===== src/rtl/csep_pkg.sv =====
// Shared types for the composite sync separator.
package csep_pkg;
    // Which input level is treated as the active sync level.
    typedef enum logic {
        POL_HIGH = 1'b0,
        POL_LOW  = 1'b1
    } pol_e;

    // Smallest line period the thresholds are meaningful for.
    localparam int MIN_PERIOD = 4;
endpackage


===== src/rtl/csep_pol_detect.sv =====
// Polarity detector.
// Counts the cycles the raw input is high over a window of line_period clocks.
// At the end of each window, the level that occupied the shorter share of the
// window is taken as the active level. A tie keeps the previous choice.
// Assumes line_period >= 4. The update is skipped while freeze is high.
// pol_valid rises after the first full window; pol_flip marks a change of choice.
module csep_pol_detect #(
    parameter int LINE_W = 12
) (
    input  logic              clk,
    input  logic              rst_n,
    input  logic              sync_in,
    input  logic [LINE_W-1:0] line_period,
    input  logic              freeze,
    output csep_pkg::pol_e    pol_sel,
    output logic              pol_valid,
    output logic              pol_flip
);
    import csep_pkg::*;

    logic [LINE_W-1:0] wnd_cnt;
    logic [LINE_W-1:0] hi_cnt;
    logic [LINE_W:0]   hi_total;
    logic [LINE_W+1:0] hi_twice;
    logic [LINE_W+1:0] per_wide;
    logic              wnd_end;
    pol_e              pol_next;

    // Window bookkeeping and the proposed polarity at the window end.
    always_comb begin
        hi_total = {1'b0, hi_cnt} + {{LINE_W{1'b0}}, sync_in};
        hi_twice = {hi_total, 1'b0};
        per_wide = {2'b00, line_period};
        wnd_end  = (wnd_cnt >= line_period - LINE_W'(1));
        if (hi_twice > per_wide)
            pol_next = POL_LOW;
        else if (hi_twice < per_wide)
            pol_next = POL_HIGH;
        else
            pol_next = pol_sel;
        pol_flip = wnd_end && !freeze && (pol_next != pol_sel);
    end

    // Advance the window and latch the decision at its end.
    always_ff @(posedge clk) begin
        if (!rst_n) begin
            wnd_cnt   <= '0;
            hi_cnt    <= '0;
            pol_sel   <= POL_HIGH;
            pol_valid <= 1'b0;
        end else if (wnd_end) begin
            wnd_cnt   <= '0;
            hi_cnt    <= '0;
            pol_valid <= 1'b1;
            if (!freeze)
                pol_sel <= pol_next;
        end else begin
            wnd_cnt <= wnd_cnt + LINE_W'(1);
            hi_cnt  <= hi_total[LINE_W-1:0];
        end
    end
endmodule


===== src/rtl/csep_integrator.sv =====
// Duty-cycle integrator.
// Counts up on active cycles and down on inactive ones, saturating at 0 and at
// line_period. The vertical output rises when the count passes a quarter of
// the line period and falls when the count reaches zero.
// Assumes the active input is already normalized. Held at zero while disabled
// or on a polarity change.
module csep_integrator #(
    parameter int LINE_W = 12
) (
    input  logic              clk,
    input  logic              rst_n,
    input  logic              act,
    input  logic              enable,
    input  logic              clear,
    input  logic [LINE_W-1:0] line_period,
    output logic              v_out,
    output logic              v_pending
);
    logic [LINE_W-1:0] integ;
    logic [LINE_W-1:0] qtr;

    // Quarter-period threshold and the early vertical indication.
    always_comb begin
        qtr       = {2'b00, line_period[LINE_W-1:2]};
        v_pending = (integ > qtr);
    end

    // Integrate and apply the set/clear thresholds with hysteresis.
    always_ff @(posedge clk) begin
        if (!rst_n) begin
            integ <= '0;
            v_out <= 1'b0;
        end else if (!enable || clear) begin
            integ <= '0;
            v_out <= 1'b0;
        end else begin
            if (act && (integ < line_period))
                integ <= integ + LINE_W'(1);
            else if (!act && (integ != '0))
                integ <= integ - LINE_W'(1);
            if (integ > qtr)
                v_out <= 1'b1;
            else if (integ == '0)
                v_out <= 1'b0;
        end
    end
endmodule


===== src/rtl/csep_edge_gate.sv =====
// Leading-edge gate.
// Emits a one-clock reference for each rising edge of the normalized sync that
// arrives at least line_period - line_period/4 clocks after the previous
// reference. During the vertical interval it also inserts a reference when a
// full line period passes without one. The elapsed-time counter saturates at
// line_period, and resets to its maximum so that the first edge is accepted.
module csep_edge_gate #(
    parameter int LINE_W = 12
) (
    input  logic              clk,
    input  logic              rst_n,
    input  logic              act,
    input  logic              enable,
    input  logic              v_active,
    input  logic [LINE_W-1:0] line_period,
    output logic              h_ref
);
    logic              act_q;
    logic [LINE_W-1:0] since_q;
    logic [LINE_W-1:0] holdoff;
    logic              rise;
    logic              accept;
    logic              insert;

    // Edge detection and the blanking/insertion decisions.
    always_comb begin
        holdoff = line_period - {2'b00, line_period[LINE_W-1:2]};
        rise    = act && !act_q;
        accept  = enable && rise && (since_q >= holdoff);
        insert  = enable && v_active && !accept && (since_q >= line_period);
    end

    // Register the reference and track time since the last one.
    always_ff @(posedge clk) begin
        if (!rst_n) begin
            act_q   <= 1'b0;
            since_q <= '1;
            h_ref   <= 1'b0;
        end else begin
            act_q <= act;
            h_ref <= accept || insert;
            if (accept || insert)
                since_q <= LINE_W'(1);
            else if (since_q < line_period)
                since_q <= since_q + LINE_W'(1);
        end
    end
endmodule


===== src/rtl/comp_sync_sep.sv =====
// Composite sync separator top.
// Normalizes the sync polarity, then derives the horizontal reference and the
// extracted vertical interval from the normalized sync. It also keeps a flag
// that shows whether vertical sync was seen within the last MISS_LINES lines.
// Assumes sync_in is already synchronous to clk and line_period >= 4.
module comp_sync_sep #(
    parameter int LINE_W     = 12,
    parameter int MISS_LINES = 1024
) (
    input  logic              clk,
    input  logic              rst_n,
    input  logic              sync_in,
    input  logic [LINE_W-1:0] line_period,
    output logic              h_ref,
    output logic              v_sync,
    output logic              pol_neg,
    output logic              v_present
);
    import csep_pkg::*;

    localparam int MISS_W = $clog2(MISS_LINES + 1);

    pol_e              pol_sel;
    logic              pol_valid;
    logic              pol_flip;
    logic              act;
    logic              v_pending;
    logic              freeze;
    logic              v_q;
    logic [MISS_W-1:0] miss_cnt;

    // Normalize polarity and decide when the polarity may not change.
    always_comb begin
        pol_neg = (pol_sel == POL_LOW);
        act     = sync_in ^ pol_neg;
        freeze  = v_sync || v_pending;
    end

    csep_pol_detect #(.LINE_W(LINE_W)) u_pol (
        .clk         (clk),
        .rst_n       (rst_n),
        .sync_in     (sync_in),
        .line_period (line_period),
        .freeze      (freeze),
        .pol_sel     (pol_sel),
        .pol_valid   (pol_valid),
        .pol_flip    (pol_flip)
    );

    csep_integrator #(.LINE_W(LINE_W)) u_integ (
        .clk         (clk),
        .rst_n       (rst_n),
        .act         (act),
        .enable      (pol_valid),
        .clear       (pol_flip),
        .line_period (line_period),
        .v_out       (v_sync),
        .v_pending   (v_pending)
    );

    csep_edge_gate #(.LINE_W(LINE_W)) u_gate (
        .clk         (clk),
        .rst_n       (rst_n),
        .act         (act),
        .enable      (pol_valid),
        .v_active    (v_sync),
        .line_period (line_period),
        .h_ref       (h_ref)
    );

    // Presence flag: set on a new vertical, cleared after enough quiet lines.
    always_ff @(posedge clk) begin
        if (!rst_n) begin
            v_q       <= 1'b0;
            v_present <= 1'b0;
            miss_cnt  <= '0;
        end else begin
            v_q <= v_sync;
            if (v_sync) begin
                miss_cnt <= '0;
                if (!v_q)
                    v_present <= 1'b1;
            end else if (h_ref && v_present) begin
                if (miss_cnt >= MISS_W'(MISS_LINES - 1)) begin
                    v_present <= 1'b0;
                    miss_cnt  <= '0;
                end else begin
                    miss_cnt <= miss_cnt + MISS_W'(1);
                end
            end
        end
    end
endmodule


===== config.mk =====
export PLATFORM = sky130hd
export DESIGN_NAME = comp_sync_sep
export DESIGN_NICKNAME = d
export VERILOG_FILES = /design/src/rtl/csep_pkg.sv /design/src/rtl/csep_pol_detect.sv /design/src/rtl/csep_integrator.sv /design/src/rtl/csep_edge_gate.sv /design/src/rtl/comp_sync_sep.sv
export SDC_FILE = /design/constraint.sdc
export NUM_CORES = 1
export LEC_CHECK = 0
export ABC_AREA = 1
export BUFFER_PORTS_ARGS = -buffer_cell sky130_fd_sc_hd__buf_2
export CAP_MARGIN = 30
export CORE_MARGIN = 5
export CORE_UTILIZATION = 64
export DETAILED_ROUTE_END_ITERATION = 6
export PLACE_DENSITY = 0.92
export SYNTH_ARGS = -nofsm -noshare
export SYNTH_HDL_FRONTEND = slang
export SYNTH_HIERARCHICAL = 1
export SYNTH_SLANG_ARGS = --single-unit

===== constraint.sdc =====
create_clock -name clk -period 3.6 [get_ports clk]
set_input_delay 0.72 -clock clk [delete_from_list [all_inputs] [get_ports clk]]
set_output_delay 0.72 -clock clk [all_outputs]
set_load 0.02 [all_outputs]

==> results_dict.tcl <==
set metrics [dict create \
    status "finished, final reports clean" \
    pwr_density_cell_nw_per_um2 401 \
    num_rows 36 \
    relSlewSlack_pct 74.9 \
    die_y_um 110 \
    synthArstFlopShare_pct 0 \
    setup_viol 0 \
    cts_resized 1 \
    final_hold_viol_count 0 \
    fin_cells 1104 \
    die_x_um 110 \
    grt_pass1_wl_um 25600 \
    fin_nets 1077 \
    ir_drop_v 0.000268 \
    r2r_start "u_pol/hi_cnt[0]$_SDFF_PP0_" \
    crit_path_start "line_period[0]" \
    cp_slowest_stage_delay_ns 0.27 \
    place_area_um2 6680 \
    clk_pin_slew_ns 0.07 \
    die-area_um2 12000 \
    dp_hpwl_um 11300 \
    synth-edff-count 0 \
    yosysUniqueCellTypes 48 \
    dp_cells 1088 \
    syn_to_final_growth_pct 7.78 \
    first_pass_iters 5 \
    crit_buf_inv 3 \
    insertedDiodeCount 0 \
    worstMarginPinSlew_ns 0.376 \
    fmaxAchievable_mhz 303 \
    yosysWarningCount 6 \
    synth_fp_nets 1035 \
    netlist_area_um2 6350 \
    syn_avg_cell_area_um2 6.87 \
    vias 6018 \
    grt_max_degree 25 \
    crit_path_cell_trace "buf_2, inv_1, ha_1, nand3_1, nor2_1, nand4_1, nor3_1, xor2_1, inv_1, ha_1, nand2_1, nor2_1, and2_1, nand2_1, nand4_2, nand2_1, a21oi_1, nor2_4, o21ai_1, a21oi_1" \
    crit_slowest_cell "ha_1" \
    ys_seq_area_share_pct 20.8 \
    cp-end-kind "flop" \
    tns_ns 0 \
    clockRootBuffer "clkbuf_8" \
    grt_pass1_vias 5707 \
    wl_per_cell_um 13.2 \
    drive_gt1_share_pct 13.9 \
    clkLatencyLatePin_ns 0.34 \
    crit_fanout 13 \
    ctsHoldBuffers 0 \
    gp_congestion 0.913 \
    ys.flop_type "dfxtp_1" \
    cts.path.max_buffers 2 \
    grt-ovfl-total 0 \
    numCtsBuffers 9 \
    htreeDepth 3 \
    port_buffers 18 \
    slew_violations 0 \
    drt_iter0_markers 400 \
    path_class "in -> reg" \
    core-area_um2 9730 \
    hold_class "reg -> reg" \
    arrival_ns 3.52 \
    postSynthCellCount 924 \
    start_util_pct 65.3 \
    pin_count 19 \
    final_area_um2 6850 \
    finalWirelength_um 14500 \
    n_fill_cell 792 \
    path_common_cell "nand2_1" \
    fin_crit_ns 3.30 \
    grtUsageTotal_pct 26.0 \
    cts_sinks 66 \
    crit_family "simple AND/OR/NAND/NOR gates" \
    post_cts_buffers 0 \
    tritoncts "yes" \
    grt_antenna_before_repair 0 \
    drc 0 \
    ant_nets 0 \
    synth_seq_cells 66 \
    drv_cap 0 \
    period_share_pct 91.8 \
    cp-start-kind "input pin" \
    worst_clock_skew_ns 0.0101 \
    required_ns 3.82 \
    min-delay-start "u_pol/wnd_cnt[0]$_SDFF_PP0_" \
    via_per_inst 5.45 \
    power_leakage_uw 0.00371 \
]
## state kept, by name, indices dropped and copies added (netlist names)
| signal | flops |
|---|---|
| u_gate/act_q | 1 |
| u_gate/h_ref | 1 |
| u_pol/wnd_cnt | 12 |
| u_integ/integ | 12 |
| u_pol/hi_cnt | 12 |
| u_pol/pol_valid | 1 |
| u_gate/since_q | 12 |
| miss_cnt | 11 |
| u_pol/pol_sel | 1 |
| v_q | 1 |
| u_integ/v_out | 1 |
| v_present | 1 |
## cell usage after synthesis, types with 2 or more instances
master,number,area [µm²]
nand3_1,51,255
o21ai_2,9,78.8
nand2_2,8,50.1
nor3_1,10,50.1
buf_6,6,67.6
o21bai_1,5,37.5
a21o_1,3,22.5
nand2_1,215,807
fa_1,2,40.0
ha_1,94,1180
nand2_4,6,67.6
o21ai_1,13,65.1
o21ai_0,10,50.1
dfxtp_1,66,1320
nor3_2,2,20.0
inv_2,4,15.0
a21oi_1,47,235
a31oi_1,2,12.5
nand4_1,20,125
nor2_4,5,56.3
and2_1,2,12.5
xor2_1,35,307
nand3_2,5,50.1
or2_2,2,12.5
inv_1,154,578
a21oi_2,6,52.6
nor2_2,25,156
xnor2_1,12,105
nor2_1,85,319
nand4_2,2,25.0
## cell usage in the layout (no fill, tap or decap), types with 20 or more instances in the layout
cell and n:
nor2_2 25, dfxtp_1 66, inv_1 154, buf_4 22, nand2_1 215, nand4_1 20, ha_1 94, nand3_1 51
a21oi_1 47, xor2_1 35, nor2_1 84
## cell families (layout without fill, tap and decap cells)
logic type	count (synthesis)	after routing	share of synthesized area [%]
buffers and inverters	169	216	11.1
AOI/OAI and AO/OA	99	99	9.20
adders and majority gates	96	96	19.1
and+or+nand+nor	446	446	33.0
xor gates and xnor gates	48	48	6.74
DFF	66	66	20.8
## routing by layer
metal | part of all wire (%) | up-vias | track usage [%]
met4 | 2.8 | 0 | 9.62
met1 | 44 | 2749 | 33.3
met3 | 5.1 | 44 | 3.41
met2 | 48 | 188 | 44.7
li1 | - | 3037 | -
met5 | 0 | - | 0
## power by group
part           internal (µW)  total [µW]  switching [µW]
Clock                    266         545             279
Combinational            494        1270             779
Sequential               800         928             128
Total                   1560        2750            1190
## area by class of cell
type / instances / area, µm² / area share (%)
clock inverters: 3 / 15.0 / 0.219
clock buffers: 13 / 149 / 2.17
multi-input cells: 689 / 4330 / 63.3
repair buffers: 40 / 255 / 3.73
well taps: 133 / 166 / 2.43
flip-flops and latches: 66 / 1320 / 19.3
inverters: 160 / 608 / 8.88
## path summary, 6_finish.rpt
check	to	cells past startpoint	slack, ns
max reg2reg	u_integ/integ[0]$_SDFFE_PP0P_	21	0.51
min reg2reg	u_pol/wnd_cnt[0]$_SDFF_PP0_	1	0.46
min	u_pol/wnd_cnt[0]$_SDFF_PP0_	1	0.46
max	u_integ/integ[0]$_SDFFE_PP0P_	20	0.30
## through the flow
step	hold WS [ns]	setup WS [ns]	power, µW	utilization, %
global placement	0.443	-0.200	2120	68.6
finish	0.464	0.296	2750	70.4
detailed placement	0.457	-0.410	2190	68.6
floorplan	0.430	0.459	1950	-
CTS	0.471	0.212	2740	70.3
global route	0.494	-0.000425	3020	70.4
Note: power is estimated with default switching activity, not from simulation.
